### src/rtl/mtr_flag_reg.sv
module mtr_flag_reg #(
  parameter int NP = 4,
  parameter int NF = 3,
  parameter int PW = 24,
  parameter int DW = 32
) (
  input  logic            clk,
  input  logic            rst_n,
  input  logic [NP-1:0]   pulse_pin,
  input  logic [NP-1:0]   pulse_neg,
  input  logic            pwr_upd,
  input  logic            sign_sel,
  input  logic [3*PW-1:0] act_tot,
  input  logic [3*PW-1:0] act_fund,
  input  logic [3*PW-1:0] rea_tot,
  input  logic [3*PW-1:0] rea_fund,
  input  logic            egy_upd,
  input  logic [NF-1:0]   err_fatal,
  input  logic            err_corr,
  input  logic            bus_we,
  input  logic            bus_addr,
  input  logic [DW-1:0]   bus_wdata,
  output logic [DW-1:0]   bus_rdata,
  output logic            irq
);
  localparam int NM = 2*NP + 8;
  localparam int SW = NM + NF;

  logic [NP-1:0] s1, s2, s3, fall, pev_q, rev_q, plast_q, rev_set;
  logic [2:0]    asgn, rsgn, alast_q, rlast_q, aflg_q, rflg_q, a_set, r_set;
  logic          egy_q, corr_q;
  logic [NF-1:0] fat_q;
  logic [NM-1:0] en_q;
  logic [DW-1:0] wclr;
  logic [SW-1:0] status;

  assign fall = s3 & ~s2;
  assign wclr = (bus_we && !bus_addr) ? bus_wdata : '0;

  for (genvar p = 0; p < 3; p++) begin : g_ph
    assign asgn[p] = sign_sel ? act_fund[p*PW+PW-1] : act_tot[p*PW+PW-1];
    assign rsgn[p] = sign_sel ? rea_fund[p*PW+PW-1] : rea_tot[p*PW+PW-1];
  end

  assign rev_set = fall & (pulse_neg ^ plast_q);
  assign a_set   = {3{pwr_upd}} & (asgn ^ alast_q);
  assign r_set   = {3{pwr_upd}} & (rsgn ^ rlast_q);

  always_ff @(posedge clk or negedge rst_n) begin
    if (!rst_n) begin
      s1 <= '0; s2 <= '0; s3 <= '0;
      pev_q <= '0; rev_q <= '0; plast_q <= '0;
      alast_q <= '0; rlast_q <= '0; aflg_q <= '0; rflg_q <= '0;
      egy_q <= 1'b0; corr_q <= 1'b0; fat_q <= '0; en_q <= '0;
    end else begin
      s1 <= pulse_pin; s2 <= s1; s3 <= s2;
      pev_q   <= (pev_q & ~wclr[NP-1:0]) | fall;
      rev_q   <= (rev_q & ~wclr[2*NP-1:NP]) | rev_set;
      plast_q <= (plast_q & ~fall) | (pulse_neg & fall);
      aflg_q  <= (aflg_q & ~wclr[2*NP+2:2*NP]) | a_set;
      rflg_q  <= (rflg_q & ~wclr[2*NP+5:2*NP+3]) | r_set;
      if (pwr_upd) begin
        alast_q <= asgn;
        rlast_q <= rsgn;
      end
      egy_q  <= (egy_q & ~wclr[2*NP+6]) | egy_upd;
      corr_q <= (corr_q & ~wclr[2*NP+7]) | err_corr;
      fat_q  <= fat_q | err_fatal;
      if (bus_we && bus_addr) en_q <= bus_wdata[NM-1:0];
    end
  end

  assign status    = {fat_q, corr_q, egy_q, rflg_q, aflg_q, rev_q, pev_q};
  assign bus_rdata = bus_addr ? {{(DW-NM){1'b0}}, en_q} : {{(DW-SW){1'b0}}, status};
  assign irq       = (|(status[NM-1:0] & en_q)) | (|fat_q);

  AST_PULSE_NEEDS_FALL: assert property (@(posedge clk) disable iff (!rst_n)
    (pev_q & ~$past(pev_q) & ~$past(fall)) == '0);
  AST_REV_NEEDS_FALL: assert property (@(posedge clk) disable iff (!rst_n)
    (rev_q & ~$past(rev_q) & ~$past(fall)) == '0);
  AST_PWR_ON_STROBE: assert property (@(posedge clk) disable iff (!rst_n)
    !$past(pwr_upd) |-> (((aflg_q & ~$past(aflg_q)) | (rflg_q & ~$past(rflg_q))) == '0));
  AST_FATAL_STICKY: assert property (@(posedge clk) disable iff (!rst_n)
    (fat_q & $past(fat_q)) == $past(fat_q));
  AST_IRQ_FATAL: assert property (@(posedge clk) disable iff (!rst_n)
    (|fat_q) |-> irq);
  AST_EGY_SET: assert property (@(posedge clk) disable iff (!rst_n)
    egy_upd |=> egy_q);
endmodule

### config.mk
export PLATFORM = sky130hd
export DESIGN_NAME = mtr_flag_reg
export DESIGN_NICKNAME = d
export VERILOG_FILES = /design/src/rtl/mtr_flag_reg.sv
export SDC_FILE = /design/constraint.sdc
export NUM_CORES = 1
export LEC_CHECK = 0
export BUFFER_PORTS_ARGS = -buffer_cell sky130_fd_sc_hd__buf_2
export CAP_MARGIN = 30
export CORE_AREA = 2 2 143 145
export CTS_CLUSTER_DIAMETER = 60
export DETAILED_ROUTE_END_ITERATION = 10
export DIE_AREA = 0 0 145 147
export GPL_ROUTABILITY_DRIVEN = 0
export PLACE_DENSITY = 0.39
export RECOVER_POWER = 25
export SYNTH_ARGS = -nofsm -noshare
export SYNTH_HDL_FRONTEND = slang
export SYNTH_SLANG_ARGS = --single-unit
### constraint.sdc
create_clock -name clk -period 1.64 [get_ports clk]
set_input_delay 0.082 -clock clk [delete_from_list [all_inputs] [get_ports clk]]
set_output_delay 0.082 -clock clk [all_outputs]
set_load 0.02 [all_outputs]
==> out/qor.yml <==
via_count: 1794
yosysUniqueCellTypes: 23
fin_util_pct: 18.4
grt_overflow: 0
post-dp-hpwl_um: 5260
tightest_slew_ps: 821
rsz0062_at_grt: "true"
ant_nets: 0
worst-setup-path-type: "reg2out"
synthMuxAreaShare_pct: 19.0
cts.reportedPaths.clkPinSlew_ps: 50
area_growth_pct: 41.7
synth-adder-area-share_pct: 0
grtUsageTotal_pct: 7.13
ff2ff_path_depth: 3
num_rows: 52
synthXorXnorAreaFrac_pct: 3.40
synth-compound-area-share_pct: 7.20
drive_above_1_share_pct: 45.3
cpPeakStageDelay_ps: 390
core_area_sq_mm: 0.0198
ys_seq_area_share_pct: 55.4
hold_viol_final: 0
leakage_nw: 1.53
worstSetupEndpointType: "output pin"
r2r_setup_slack_ps: 600
cts_tree: "yes"
grt_antenna_before_repair: 3
fp.dieH_um: 147
powerDensity_mw_per_mm2: 1180
route.detailed.drc: 0
slew_headroom_pct: 45.2
layout.nets: 634
crit_fanout: 3
worstReg2RegEnd: "rev_q[2]"
cap_violations: 0
numCtsBuffers: 9
grt_pass1_wl_um: 11300
synth_edf_count: 0
worst_slack_ps: -150
final_area_sq_mm: 0.00364
drt-vias-per-instance: 3.13
wirelength_um: 7110
hold_path.class: "in2reg"
peakVddDrop_v: 0.000469
synth_top_family_by_area: "multiplexers"
cts-root-buf: "clkbuf_16"
synth_warnings: 0
holdPathStages: 2
avgSynthCellArea_sq_um: 12.5
min_to: "en_q[12]"
grt_max_degree: 58
crit_arrival_ps: 1710
drt-initial-drc-count: 57
synth_simple_gate_area_share_pct: 8.56
clock_skew_ps: 9.11
postSynth.asyncResetShare_pct: 100
cp.required_ps: 1560
report.final.slew_viol_count: 0
status: "finished with violations"
dieArea_sq_mm: 0.0213
syn_inst: 206
timing.rr.start: "s2[2]"
initial_core_util_pct: 13.0
io_pins: 372
first_pass_iters: 4
ys_seq_elements: 57
post-cts-setup-buffers: 0
fin_crit_sh_pct: 109
synth_ff_type: "dfrtp_1"
violations: "negative setup slack"
cts_buffer_depth: 2
setup_violations: 1
grt_pass1_vias: 1869
crit_family: "compound AO/OA/AOI/OAI gates"
insertion_delay_ps: 320
crit_chain: "a22o_1 > a221oi_2 > buf_4 > and3_4 > nand4_1 > buf_6"
min_period_ps: 1790
dpl-instance-area_sq_mm: 0.00320
min_from: "bus_wdata[12]"
critPathBufInv: 2
total_power_mw: 4.31
clock_sinks: 57
wl_per_cell_um: 12.4
die_w_um: 145
max_freq_mhz: 559
start_kind: "flop"
port_buffers: 66
netlist_area_sq_mm: 0.00257
cts_max_level: 3
crit_slowest_cell: "dfrtp_1"
==> synth_stat cells (2+ instances only) <==
master / n / area share, %
nor2_1: 6 / 0.88
a221oi_1: 3 / 1.0
a22oi_1: 2 / 0.58
o21ai_0: 4 / 0.78
dfrtp_1: 57 / 55
mux2i_2: 6 / 3.2
nand2_1: 28 / 4.1
a21oi_1: 6 / 1.2
mux2_2: 36 / 16
nand2b_1: 4 / 0.97
or2_2: 3 / 0.73
buf_4: 15 / 4.4
a22o_1: 9 / 3.1
a21o_1: 2 / 0.58
nor2b_1: 4 / 0.97
buf_2: 3 / 0.58
buf_6: 3 / 1.3
xnor2_1: 10 / 3.4
==> stage by stage <==
| stage | TNS, ps | hold slack [ps] | setup slack [ps] | std cells |
|---|---|---|---|---|
| floorplan | 0 | -214 | 422 | 218 |
| global placement | 0 | 119 | 129 | 541 |
| detailed placement | 0 | 124 | 110 | 541 |
| CTS | -173 | 1.46 | -173 | 570 |
| global route | -244 | 7.23 | -244 | 570 |
| finish | -150 | 12.7 | -150 | 573 |
==> how the worst max path moves through the flow <==
stage | start | to | slack (ps) | cells past startpoint
final | en_q[10] | irq | -150 | 6
after global routing | rev_q[2] | irq | -240 | 5
after CTS | en_q[10] | irq | -170 | 6
after detailed placement | en_q[6] | irq | 110 | 6
after global placement | en_q[10] | irq | 130 | 6
after floorplan | en_q[10] | irq | 420 | 4
==> layout make-up <==
cell class / count / area (sq um)
Multi-Input combinational cell: 140 / 1050
Timing Repair Buffer: 87 / 529
Sequential cell: 57 / 1430
Tap cell: 270 / 338
Fill cell: 2174 / 16200
Clock buffer: 13 / 250
Antenna cell: 3 / 7.51
Clock inverter: 3 / 40.0
==> layer usage <==
metal  GRT usage (%)  part of all wire (%)  vias to the layer above
met5               0                 0.098                        -
met4            2.08                   1.2                        2
met3            3.70                   9.2                       10
met2            9.71                    41                       62
met1            9.73                    49                      844
li1                -                     -                      876
==> flip-flops by register name, indices dropped and copies added, names as in the netlist, named ones only <==
| register | flops |
|---|---|
| en_q | 16 |
| pev_q | 4 |
| rev_q | 4 |
| s1 | 4 |
| s2 | 4 |
| s3 | 4 |
| aflg_q | 3 |
| alast_q | 3 |
| fat_q | 3 |
| rflg_q | 3 |
| rlast_q | 3 |
| corr_q | 1 |
| egy_q | 1 |
==> logic make-up (layout without fill, tap and decap cells) <==
logic type      count (synthesis)  after routing
flops                          57             57
compound gates                 26             26
buf+inv                        21            103
mux                            42             42
simple gates                   49             49
xor+xnor                       10             10
other cells                     1             16
==> power breakdown <==
group	total, mW	internal [mW]	leakage (nW)	switching [mW]
combinational	0.777	0.378	0.747	0.400
clock	1.83	1.21	0.144	0.617
sequential	1.71	1.58	0.637	0.127
total	4.31	3.17	1.53	1.14
==> repair_timing <==
item                                   in CTS  in global routing
resized for setup                           6                  0
endpoints found under the hold margin      70                  0
hold buffers                               14                  0
setup endpoints to repair                   1                  1
pin swaps                                   1                  0
==> placed cells by master, fill, tap and decap left out <==
master,instances
mux2_2,36
a21oi_1,6
mux2i_2,6
clkbuf_1,3
xnor2_1,10
buf_6,1
or2_2,3
nand2b_1,4
a21o_1,2
bufinv_16,1
nor2b_1,4
diode_2,3
nand2_2,1
clkbuf_16,9
dfrtp_1,57
a22o_1,9
nand4_1,1
a22oi_1,2
nand2_1,28
and3_4,1
buf_2,65
buf_4,6
clkbuf_8,1
a221oi_2,3
nor3_1,1
nor2_1,6
clkbuf_4,1
conb_1,13
clkinv_2,2
dlygate4sd3_1,14
o21ai_0,4
No activity file was read; power rests on OpenSTA's default activity.
